`src/rtl/flash_rd_pkg.sv`:
```
package flash_rd_pkg;

    localparam int BYTE_W   = 8;
    localparam int POLL_BIT = BYTE_W - 1;
    localparam int TGL_BIT  = BYTE_W - 2;

    typedef enum logic [1:0] {
        SRC_NONE   = 2'd0,
        SRC_ARRAY  = 2'd1,
        SRC_IDENT  = 2'd2,
        SRC_STATUS = 2'd3
    } rd_src_e;

    typedef struct packed {
        logic              drive;
        logic [BYTE_W-1:0] data;
    } rd_beat_t;

    // Source priority: no read, then status, then identification, then array.
    function automatic rd_src_e pick_src(input logic rd, input logic bsy, input logic idm);
        if (!rd)      return SRC_NONE;
        else if (bsy) return SRC_STATUS;
        else if (idm) return SRC_IDENT;
        else          return SRC_ARRAY;
    endfunction

endpackage

```
`src/rtl/frp_toggle.sv`:
```
module frp_toggle (
    input  logic clk,
    input  logic rst,
    input  logic ce_n,
    input  logic oe_n,
    input  logic busy,
    output logic tgl
);
    logic oe_n_q;
    logic tgl_q;
    logic read_end;

    assign read_end = oe_n && !oe_n_q;

    always_ff @(posedge clk) begin
        if (rst) begin
            oe_n_q <= 1'b1;
            tgl_q  <= 1'b0;
        end else begin
            oe_n_q <= oe_n;
            if (busy && !ce_n && read_end)
                tgl_q <= !tgl_q;
        end
    end

    assign tgl = tgl_q;
endmodule

```
`src/rtl/frp_select.sv`:
```
module frp_select
    import flash_rd_pkg::*;
#(
    parameter int                ADDR_W   = 16,
    parameter logic [BYTE_W-1:0] MFR_CODE = 8'hDA,
    parameter logic [BYTE_W-1:0] DEV_CODE = 8'hC8
) (
    input  rd_src_e           src,
    input  logic [ADDR_W-1:0] addr,
    input  logic [ADDR_W-1:0] last_addr,
    input  logic [BYTE_W-1:0] last_data,
    input  logic [BYTE_W-1:0] arr_data,
    input  logic              tgl,
    output logic [BYTE_W-1:0] byte_out
);
    localparam logic [ADDR_W-1:0] ID_MFR_ADDR = ADDR_W'(0);
    localparam logic [ADDR_W-1:0] ID_DEV_ADDR = ADDR_W'(1);

    logic [BYTE_W-1:0] status_byte;
    logic [BYTE_W-1:0] ident_byte;

    always_comb begin
        status_byte           = '0;
        status_byte[POLL_BIT] = (addr == last_addr) ? !last_data[POLL_BIT] : 1'b0;
        status_byte[TGL_BIT]  = tgl;
    end

    always_comb begin
        if (addr == ID_MFR_ADDR)      ident_byte = MFR_CODE;
        else if (addr == ID_DEV_ADDR) ident_byte = DEV_CODE;
        else                          ident_byte = '0;
    end

    always_comb begin
        unique case (src)
            SRC_STATUS: byte_out = status_byte;
            SRC_IDENT:  byte_out = ident_byte;
            SRC_ARRAY:  byte_out = arr_data;
            default:    byte_out = '0;
        endcase
    end
endmodule

```
`src/rtl/flash_rd_path.sv`:
```
module flash_rd_path
    import flash_rd_pkg::*;
#(
    parameter int                ADDR_W   = 16,
    parameter logic [BYTE_W-1:0] MFR_CODE = 8'hDA,
    parameter logic [BYTE_W-1:0] DEV_CODE = 8'hC8
) (
    input  logic              clk,
    input  logic              rst,
    input  logic              ce_n,
    input  logic              oe_n,
    input  logic [ADDR_W-1:0] addr,
    input  logic              busy,
    input  logic              id_mode,
    input  logic [ADDR_W-1:0] last_addr,
    input  logic [BYTE_W-1:0] last_data,
    input  logic [BYTE_W-1:0] arr_data,
    output logic [BYTE_W-1:0] rd_data,
    output logic              rd_oe
);
    logic              rd_req;
    rd_src_e           src;
    logic              tgl_bit;
    logic [BYTE_W-1:0] sel_byte;
    rd_beat_t          beat_d;
    rd_beat_t          beat_q;

    assign rd_req = !ce_n && !oe_n;
    assign src    = pick_src(rd_req, busy, id_mode);

    frp_toggle u_tgl (
        .clk  (clk),
        .rst  (rst),
        .ce_n (ce_n),
        .oe_n (oe_n),
        .busy (busy),
        .tgl  (tgl_bit)
    );

    frp_select #(
        .ADDR_W   (ADDR_W),
        .MFR_CODE (MFR_CODE),
        .DEV_CODE (DEV_CODE)
    ) u_sel (
        .src       (src),
        .addr      (addr),
        .last_addr (last_addr),
        .last_data (last_data),
        .arr_data  (arr_data),
        .tgl       (tgl_bit),
        .byte_out  (sel_byte)
    );

    always_comb begin
        beat_d.drive = rd_req;
        beat_d.data  = sel_byte;
    end

    always_ff @(posedge clk) begin
        if (rst) beat_q <= '0;
        else     beat_q <= beat_d;
    end

    assign rd_data = beat_q.data;
    assign rd_oe   = beat_q.drive;
endmodule

```
`config.mk`:
```
export PLATFORM = sky130hd
export DESIGN_NAME = flash_rd_path
export DESIGN_NICKNAME = d
export VERILOG_FILES = /design/src/rtl/flash_rd_pkg.sv /design/src/rtl/frp_toggle.sv /design/src/rtl/frp_select.sv /design/src/rtl/flash_rd_path.sv
export SDC_FILE = /design/constraint.sdc
export NUM_CORES = 1
export LEC_CHECK = 0
export ABC_AREA = 1
export CORE_MARGIN = 2
export CORE_UTILIZATION = 34
export CTS_CLUSTER_DIAMETER = 30
export DETAILED_ROUTE_END_ITERATION = 10
export MAX_ROUTING_LAYER = met4
export PLACE_DENSITY = 0.82
export RECOVER_POWER = 100
export SKIP_LAST_GASP = 1
export SLEW_MARGIN = 10
export SYNTH_ARGS = -nofsm -noshare
export SYNTH_HDL_FRONTEND = slang
export SYNTH_SLANG_ARGS = --single-unit
```
`constraint.sdc`:
```
create_clock -name clk -period 1.4 [get_ports clk]
set_clock_uncertainty 0.05 [all_clocks]
set_input_delay 0.28 -clock clk [delete_from_list [all_inputs] [get_ports clk]]
set_output_delay 0.28 -clock clk [all_outputs]
set_load 0.01 [all_outputs]
```
==> impl_metrics.yaml, run 1 <==
grt:
  grt_pass1_wl_mm: 3.512
  grt_util_all_layers: 0.1796
  global_route.overflow_total: 0
  antenna_found_initial: 0
  maximum_number_of_pins_on_one_net_before_global_route_repair: 7
  grt_pass1_vias: 920
cts:
  clk_latency_ns: 0.26
  htreeDepth: 1
  ctsLongestPathBuffers: 2
  cts_tree: "yes"
  post_cts_hold_buffer_count: 0
  clock-sinks: 11
  root_buffer: "sky130_fd_sc_hd__clkbuf_4"
  clock_pin_slew_on_the_worst_setup_and_hold_paths_ns: 0.06
  post-cts-setup-buffer-count: 0
  cts_inserted_buffers: 3
finish:
  insertedDiodeCount: 0
  instances_no_fill: 234
  drive_gt1_frac: 0.06311
  fill_cells: 226
  area_overhead_vs_synth_pct: 83.41
  post-route-cell-area_um2: 1411
  post_layout_net_count: 261
timing:
  fin_crit_sh: 0.9544
  setup_ws_ns: 0.06379
  minimum_period_implied_by_the_final_worst_setup_slack_ns: 1.336
  count_of_final_hold_check_violations: 0
  rsz_0062_raised_after_global_routing: "false"
  totalNegativeSetupSlack_ns: 0
  final-max-slew-violation-count: 0
  worst_pin_slew_ns: 0.2428
  slew_headroom: 0.8367
  fmax_mhz: 748.4
  setup_viol: 0
route:
  drt_pre_antenna_iters: 4
  avgRoutedWirePerCell_um: 9.244
  detail_route.drc_violations: 0
  ant_nets: 0
  viasPerCell: 4.350
  drt-initial-drc-count: 17
  route.final.wire_length_mm: 2.163
  dr_total_vias: 1018
yosys:
  synth.area.top_cells: "sky130_fd_sc_hd__dfxtp_1 (29%), sky130_fd_sc_hd__nand2_1 (26%), sky130_fd_sc_hd__inv_1 (16%)"
  synth_top_area_cell: "sky130_fd_sc_hd__dfxtp_1"
  yosys.area.top_type_share: 0.2862
  ys.warnings.count: 0
  post_synth.cell_area_avg_um2: 5.419
  number_of_unique_standard_cell_types_used_by_synthesis: 16
  mappedNetlistNets: 196
  synth_cells: 142
  post_synth_instance_area_um2: 769.5
  ys_seq_elements: 11
  synth.yosys.seq_area_share: 0.2862
place:
  portBuffers: 55
  gpl.final_weighted_congestion: 0.7534
  dpl-instance-area_um2: 1393
  place_hpwl_mm: 1.920
  dpl_cells: 230
  dp_slack_ns: -0.1708
floorplanning:
  std_cell_rows: 17
  initial_util: 0.3547
  die_w_um: 51.58
  fp.coreArea_um2: 2170
  die_height_um: 51.58
  design.portCount: 63
  fp.dieArea_um2: 2660
flow_run:
  max_cap_violations: 0
setup_path:
  crit_type: "input pin to flip-flop"
  cp_data_arrival_time_ns: 1.49
  cp_data_required_time_ns: 1.55
  worstPathMaxFanout: 5
  worstSetupEndpointType: "flip-flop"
  regToRegSetupSlack_ns: 0.55
  cp-start-kind: "input pin"
pwr:
  finalPower_mw: 0.7834
  p_leak_nw: 0.7518
  ir_drop_v: 0.0006096
  powerDensity_nw_per_um2: 555.1
outcome:
  status: "finished clean"
hold_path:
  hp-class: "flip-flop to flip-flop"
==> synth_stat cells <==
master / n
sky130_fd_sc_hd__inv_2: 1
sky130_fd_sc_hd__nor2_1: 20
sky130_fd_sc_hd__nand3_1: 9
sky130_fd_sc_hd__dfxtp_1: 11
sky130_fd_sc_hd__xor2_1: 1
sky130_fd_sc_hd__a21oi_2: 1
sky130_fd_sc_hd__a31oi_1: 1
sky130_fd_sc_hd__xnor2_1: 2
sky130_fd_sc_hd__or2_2: 1
sky130_fd_sc_hd__nand2_1: 53
sky130_fd_sc_hd__nor4_1: 1
sky130_fd_sc_hd__a21oi_1: 4
sky130_fd_sc_hd__nor2_4: 1
sky130_fd_sc_hd__nand4_1: 2
sky130_fd_sc_hd__inv_1: 33
sky130_fd_sc_hd__nor3_1: 1
==> cells in the final DEF, fill, tap and decap left out <==
cell / Yosys / routed
sky130_fd_sc_hd__a21oi_1: 4 / 4
sky130_fd_sc_hd__a21oi_2: 1 / 1
sky130_fd_sc_hd__a31oi_1: 1 / 1
sky130_fd_sc_hd__buf_4: 0 / 2
sky130_fd_sc_hd__clkbuf_1: 0 / 2
sky130_fd_sc_hd__clkbuf_4: 0 / 5
sky130_fd_sc_hd__clkdlybuf4s50_1: 0 / 46
sky130_fd_sc_hd__dfxtp_1: 11 / 11
sky130_fd_sc_hd__dlygate4sd2_1: 0 / 9
sky130_fd_sc_hd__inv_1: 33 / 33
sky130_fd_sc_hd__inv_2: 1 / 1
sky130_fd_sc_hd__nand2_1: 53 / 53
sky130_fd_sc_hd__nand3_1: 9 / 9
sky130_fd_sc_hd__nand4_1: 2 / 2
sky130_fd_sc_hd__nor2_1: 20 / 19
sky130_fd_sc_hd__nor2_2: 0 / 1
sky130_fd_sc_hd__nor2_4: 1 / 1
sky130_fd_sc_hd__nor3_2: 0 / 1
sky130_fd_sc_hd__nor4_1: 1 / 1
sky130_fd_sc_hd__or2_2: 1 / 1
sky130_fd_sc_hd__xnor2_1: 2 / 2
sky130_fd_sc_hd__xor2_1: 1 / 1
==> timing repair <==
| item | CTS | global route |
|---|---|---|
| setup endpoints to repair | 9 | 1 |
| pin swaps | 0 | 0 |
| resized for setup | 9 | 2 |
| hold endpoints to repair | 0 | 0 |
==> metal layers <==
layer	part of all wire	up-vias	GRT usage
met3	0.063	4	0.05172
met2	0.52	38	0.3333
met1	0.40	426	0.1768
met5	0	-	-
li1	-	550	-
met4	0.016	0	0.06579
==> area by class of cell <==
type / instances / area (µm²) / share of cell area
repair buffers: 60 / 573.1 / 0.4060
flip-flops and latches: 11 / 220.2 / 0.1560
multi-input cells: 97 / 429.2 / 0.3041
well taps: 28 / 35.03 / 0.02482
clock buffers: 4 / 26.28 / 0.01862
inverters: 34 / 127.6 / 0.09043
==> where the power goes <==
part	internal (mW)	switching [mW]
combinational	0.161	0.0971
clock	0.110	0.0954
sequential	0.319	0.00145
==> state kept, by name (all words and copies together) (netlist names) <==
register,cells
u_tgl.tgl,1
u_tgl.oe_n_q,1
rd_oe,1
rd_data,8
==> cell families after synthesis <==
| kind of cell | after synthesis | share of synthesized area |
|---|---|---|
| AND/OR/NAND/NOR | 88 | 0.4683 |
| XOR/XNOR | 3 | 0.03415 |
| AO/OA/AOI/OAI | 6 | 0.04554 |
| flip-flops | 11 | 0.2862 |
| buffers and inverters | 34 | 0.1659 |
==> critical path: stages <==
cell and delay, ns:
sky130_fd_sc_hd__clkdlybuf4s50_1 0.49, sky130_fd_sc_hd__nor2_1 0.15, sky130_fd_sc_hd__nand2_1 0.07, sky130_fd_sc_hd__nor2_1 0.10, sky130_fd_sc_hd__nand3_1 0.14, sky130_fd_sc_hd__nand2_1 0.09, sky130_fd_sc_hd__inv_1 0.05, sky130_fd_sc_hd__a21oi_2 0.11
==> final timing paths <==
kind,cells after the start,endpoint,startpoint
worst max-delay path,8,rd_data[7],busy
worst min register to register,2,rd_data[6],u_tgl.tgl
worst max register to register,4,u_tgl.tgl,u_tgl.oe_n_q
worst min-delay path,2,rd_data[6],u_tgl.tgl
==> stage by stage <==
step | hold WS [ns] | utilization
floorplan | 0.2924 | -
global placement | 0.4495 | 0.6419
detailed placement | 0.4676 | 0.6419
CTS | 0.4825 | 0.6488
global route | 0.4790 | 0.6505
finish | 0.4767 | 0.6505
Power figures use the tool's default switching activity.
==> run 2: changes to the inputs <==
--- a/config.mk
+++ b/config.mk
@@ -10,7 +10,6 @@
 export CORE_UTILIZATION = 34
 export CTS_CLUSTER_DIAMETER = 30
 export DETAILED_ROUTE_END_ITERATION = 10
-export MAX_ROUTING_LAYER = met4
 export PLACE_DENSITY = 0.82
 export RECOVER_POWER = 100
 export SKIP_LAST_GASP = 1
==> impl_metrics.yaml, run 2 (synthesis results as in run 1) <==
cts:
  ctsLongestPathBuffers: 2
  root_buffer: "sky130_fd_sc_hd__clkbuf_4"
  post-cts-setup-buffer-count: 0
  cts_inserted_buffers: 3
  htreeDepth: 1
  post_cts_hold_buffer_count: 0
  cts_tree: "yes"
  clk_latency_ns: 0.26
  clock-sinks: 11
  clock_pin_slew_on_the_worst_setup_and_hold_paths_ns: 0.06
setup_path:
  worstPathMaxFanout: 5
  crit_type: "input pin to flip-flop"
  cp_data_arrival_time_ns: 1.49
  cp-start-kind: "input pin"
  critical_path.max_stage_delay_ns: 0.49
  critical_path.reg2reg.endpoint: "u_tgl.tgl"
  worstSetupEndpointType: "flip-flop"
  regToRegSetupSlack_ns: 0.55
  worst_path_max_delay_cell: "sky130_fd_sc_hd__clkdlybuf4s50_1"
  cp_data_required_time_ns: 1.56
  worstReg2RegStart: "u_tgl.oe_n_q"
  r2r.worst_path.cells: 4
  timing.critical_path.cells: "clkdlybuf4s50_1, nor2_1, nand2_1, nor2_1, nand3_1, nand2_1, inv_1, a21oi_2"
pwr:
  p_leak_nw: 0.7518
  powerDensity_nw_per_um2: 555.4
  ir_drop_v: 0.0006104
timing:
  setup_ws_ns: 0.06296
  worst_pin_slew_ns: 0.2428
  totalNegativeSetupSlack_ns: 0
  final-max-slew-violation-count: 0
  setup_viol: 0
  count_of_final_hold_check_violations: 0
  fin_crit_sh: 0.9550
  minimum_period_implied_by_the_final_worst_setup_slack_ns: 1.337
  slew_headroom: 0.8367
  rsz_0062_raised_after_global_routing: "false"
  fmax_mhz: 747.9
hold_path:
  hp-class: "flip-flop to flip-flop"
  hp-start: "u_tgl.tgl"
  hold_end: "rd_data[6]"
  holdPathStages: 2
finish:
  post_layout_net_count: 261
  largest_register_ffs: 8
  fill_cells: 226
  area_overhead_vs_synth_pct: 83.41
  finalCoreUtilization: 0.6505
  mostFrequentLayoutCell: "sky130_fd_sc_hd__nand2_1"
  insertedDiodeCount: 0
  multi_input_comb_area_um2: 429.2
  layout.area.seq_um2: 220.2
  instances_no_fill: 234
  mostFrequentLayoutCells: "sky130_fd_sc_hd__nand2_1 (53), sky130_fd_sc_hd__clkdlybuf4s50_1 (46), sky130_fd_sc_hd__inv_1 (33), sky130_fd_sc_hd__nor2_1 (19), sky130_fd_sc_hd__dfxtp_1 (11)"
  drive_gt1_frac: 0.06311
floorplanning:
  die_w_um: 51.58
  die_height_um: 51.58
  std_cell_rows: 17
  design.portCount: 63
  fp.coreArea_um2: 2170
  fp.dieArea_um2: 2660
  initial_util: 0.3547
route:
  viasPerCell: 4.359
  drt_pre_antenna_iters: 4
  detail_route.drc_violations: 0
  dr_total_vias: 1020
  route.final.wire_length_mm: 2.172
  ant_nets: 0
  drt-initial-drc-count: 19
  avgRoutedWirePerCell_um: 9.282
place:
  dp_slack_ns: -0.1708
  gpl.final_weighted_congestion: 0.7441
  dpl_cells: 230
  portBuffers: 55
  place_hpwl_mm: 1.920
grt:
  maximum_number_of_pins_on_one_net_before_global_route_repair: 7
  grt_pass1_vias: 926
  global_route.overflow_total: 0
  grt_util_all_layers: 0.1738
  grt_pass1_wl_mm: 3.484
  antenna_found_initial: 0
flow_run:
  max_cap_violations: 0
outcome:
  status: "finished clean"
## run 2: cell counts in the layout (fill, tap and decap cells not counted)
Identical to the previous run, type by type.
## run 2: area by class of cell
type	instances	share of cell area
multi-input cells	97	0.3041
well taps	28	0.02482
clock buffers	4	0.01862
flip-flops and latches	11	0.1560
repair buffers	60	0.4060
inverters	34	0.09043
## run 2: power breakdown
group,internal [mW],switching (mW)
logic,0.161,0.0973
registers,0.319,0.00143
clock network,0.110,0.0957
## run 2: worst max-delay path by stage
stage                     startpoint          to  depth (start not counted)
after detailed placement        ce_n  rd_data[7]                          8
final                           busy  rd_data[7]                          8
after global placement      addr[14]  rd_data[7]                          8
after global routing        addr[14]  rd_data[7]                          8
after floorplan              addr[7]  rd_data[7]                          7
after CTS                       ce_n  rd_data[7]                          8
## run 2: per-stage QoR
step	hold WS [ns]	area (µm²)	power (mW)
floorplan	0.2924	769.5	0.4083
global placement	0.4495	1393	0.5803
global route	0.4790	1411	0.8455
detailed placement	0.4676	1393	0.5878
finish	0.4730	1411	0.7838
CTS	0.4825	1408	0.7919
## run 2: per-layer routing
metal | GRT usage | vias to the layer above | part of all wire
met5 | 0 | - | 0
met3 | 0.05747 | 2 | 0.079
li1 | - | 550 | -
met2 | 0.3291 | 38 | 0.54
met1 | 0.1696 | 430 | 0.38
met4 | 0.07456 | 0 | 0.0046
## run 2: timing repair
item	CTS	global route
pin swaps	0	0
gates resized for setup	9	2
setup endpoints to repair	9	1
## run 2: worst max-delay path: cells and delay by family
kind | cells | cell delay, ns
AO/OA/AOI/OAI | 1 | 0.11
buffers and inverters | 2 | 0.54
AND/OR/NAND/NOR | 5 | 0.55
==> run 3: changes to the inputs <==
--- a/config.mk
+++ b/config.mk
@@ -10,7 +10,8 @@
 export CORE_UTILIZATION = 34
 export CTS_CLUSTER_DIAMETER = 30
 export DETAILED_ROUTE_END_ITERATION = 10
-export PLACE_DENSITY = 0.82
+export GPL_TIMING_DRIVEN = 0
+export PLACE_DENSITY_LB_ADDON = 0.3
 export RECOVER_POWER = 100
 export SKIP_LAST_GASP = 1
 export SLEW_MARGIN = 10
==> impl_metrics.yaml, run 3 (synthesis results as in run 1) <==
route:
  drt-initial-drc-count: 10
  route.final.wire_length_mm: 2.192
  routed-wl-met3_um: 112
  drt-met1-wl_um: 839
  drt_pre_antenna_iters: 4
  avgRoutedWirePerCell_um: 9.572
  top_layer_used: "met4"
  ant_nets: 0
  detail_route.drc_violations: 0
  dr_total_vias: 1001
  viasPerCell: 4.371
  detailroute.wirelength.met2_mm: 1.224
grt:
  grt_util_all_layers: 0.1786
  grt_pass1_vias: 954
  maximum_number_of_pins_on_one_net_before_global_route_repair: 9
  global_route.overflow_total: 0
  grt_pass1_wl_mm: 3.663
  antenna_found_initial: 0
setup_path:
  regToRegSetupSlack_ns: 0.56
  cp_data_required_time_ns: 1.55
  cp-start-kind: "input pin"
  worstSetupEndpointType: "flip-flop"
  worstPathMaxFanout: 3
  crit_type: "input pin to flip-flop"
  cp_data_arrival_time_ns: 1.48
timing:
  worst_pin_slew_ns: 0.3040
  setup_viol: 0
  fmax_mhz: 755.6
  final-max-slew-violation-count: 0
  fin_crit_sh: 0.9453
  count_of_final_hold_check_violations: 0
  minimum_period_implied_by_the_final_worst_setup_slack_ns: 1.323
  setup_ws_ns: 0.07657
  slew_headroom: 0.7967
finish:
  mostFrequentLayoutCells: "sky130_fd_sc_hd__nand2_1 (53), sky130_fd_sc_hd__clkdlybuf4s50_1 (42), sky130_fd_sc_hd__inv_1 (33), sky130_fd_sc_hd__nor2_1 (18), sky130_fd_sc_hd__dfxtp_1 (11)"
  largest_register_ffs: 8
  instances_no_fill: 229
  insertedDiodeCount: 0
  drive_gt1_frac: 0.04975
  finalCoreUtilization: 0.6396
  post-route-cell-area_um2: 1388
  mostFrequentLayoutCell: "sky130_fd_sc_hd__nand2_1"
  area_overhead_vs_synth_pct: 80.33
  post_layout_net_count: 256
pwr:
  powerDensity_nw_per_um2: 563.4
  p_leak_nw: 0.7592
  ir_drop_v: 0.0003546
floorplanning:
  initial_util: 0.3547
  design.portCount: 63
  die_w_um: 51.58
  std_cell_rows: 17
  die_height_um: 51.58
  fp.coreArea_um2: 2170
  fp.dieArea_um2: 2660
outcome:
  status: "finished clean"
cts:
  cts_inserted_buffers: 3
  clock-sinks: 11
  post-cts-setup-buffer-count: 0
  clock_pin_slew_on_the_worst_setup_and_hold_paths_ns: 0.07
  cts_tree: "yes"
  clk_latency_ns: 0.26
  ctsLongestPathBuffers: 2
  htreeDepth: 1
  root_buffer: "sky130_fd_sc_hd__clkbuf_4"
hold_path:
  hp-class: "input pin to flip-flop"
place:
  dpl_cells: 225
  dpl-instance-area_um2: 1355
  portBuffers: 55
  place_hpwl_mm: 1.909
  dp_slack_ns: -0.2231
  gpl.final_weighted_congestion: 0.8003
flow_run:
  max_cap_violations: 0
## run 3: cell type report
type	count	area, µm²
repair buffers	55	546.8
flip-flops and latches	11	220.2
well taps	28	35.03
inverters	34	127.6
clock buffers	4	26.28
multi-input cells	97	431.7
fillers	226	782.0
## run 3: power breakdown
group | internal [mW] | leakage (nW) | switching [mW]
combinational | 0.152 | 0.655 | 0.0972
clock | 0.110 | 0.0150 | 0.102
sequential | 0.318 | 0.0892 | 0.00137
## run 3: critical path, cell delays in order
cell	delay [ns]
sky130_fd_sc_hd__clkdlybuf4s50_1	0.45
sky130_fd_sc_hd__nor2_1	0.13
sky130_fd_sc_hd__nand3_1	0.11
sky130_fd_sc_hd__nor2_2	0.14
sky130_fd_sc_hd__nand3_1	0.13
sky130_fd_sc_hd__nand2_1	0.08
sky130_fd_sc_hd__inv_1	0.05
sky130_fd_sc_hd__a21oi_2	0.11
## run 3: timing repair
action                                  CTS  global route
gates resized for setup                   9             7
hold buffers                              0             0
endpoints found under the setup margin    9             1
cloned                                    0             0
## run 3: final timing paths
| path | start | depth (start not counted) | endpoint |
|---|---|---|---|
| worst min-delay path | ce_n | 2 | rd_oe |
| worst max-delay path | addr[13] | 8 | rd_data[7] |
| worst max register to register | u_tgl.oe_n_q | 4 | u_tgl.tgl |
| worst min register to register | u_tgl.tgl | 2 | u_tgl.tgl |
## run 3: stage by stage
| stage | power [mW] | TNS (ns) | hold WS (ns) |
|---|---|---|---|
| 2_1_floorplan | 0.4083 | 0 | 0.2924 |
| 3_3_place_gp | 0.5718 | -0.5978 | 0.4444 |
| 3_5_place_dp | 0.5785 | -0.8003 | 0.4597 |
| 4_1_cts | 0.7890 | 0 | 0.4725 |
| 5_1_grt | 0.8360 | -0.01014 | 0.2857 |
| 6_report | 0.7817 | 0 | 0.2491 |
## run 3: metal layers
metal / global-route usage / up-vias
met2: 0.3632 / 39
met5: 0 / -
met3: 0.02299 / 2
li1: - / 538
met1: 0.1768 / 422
met4: 0.07456 / 0
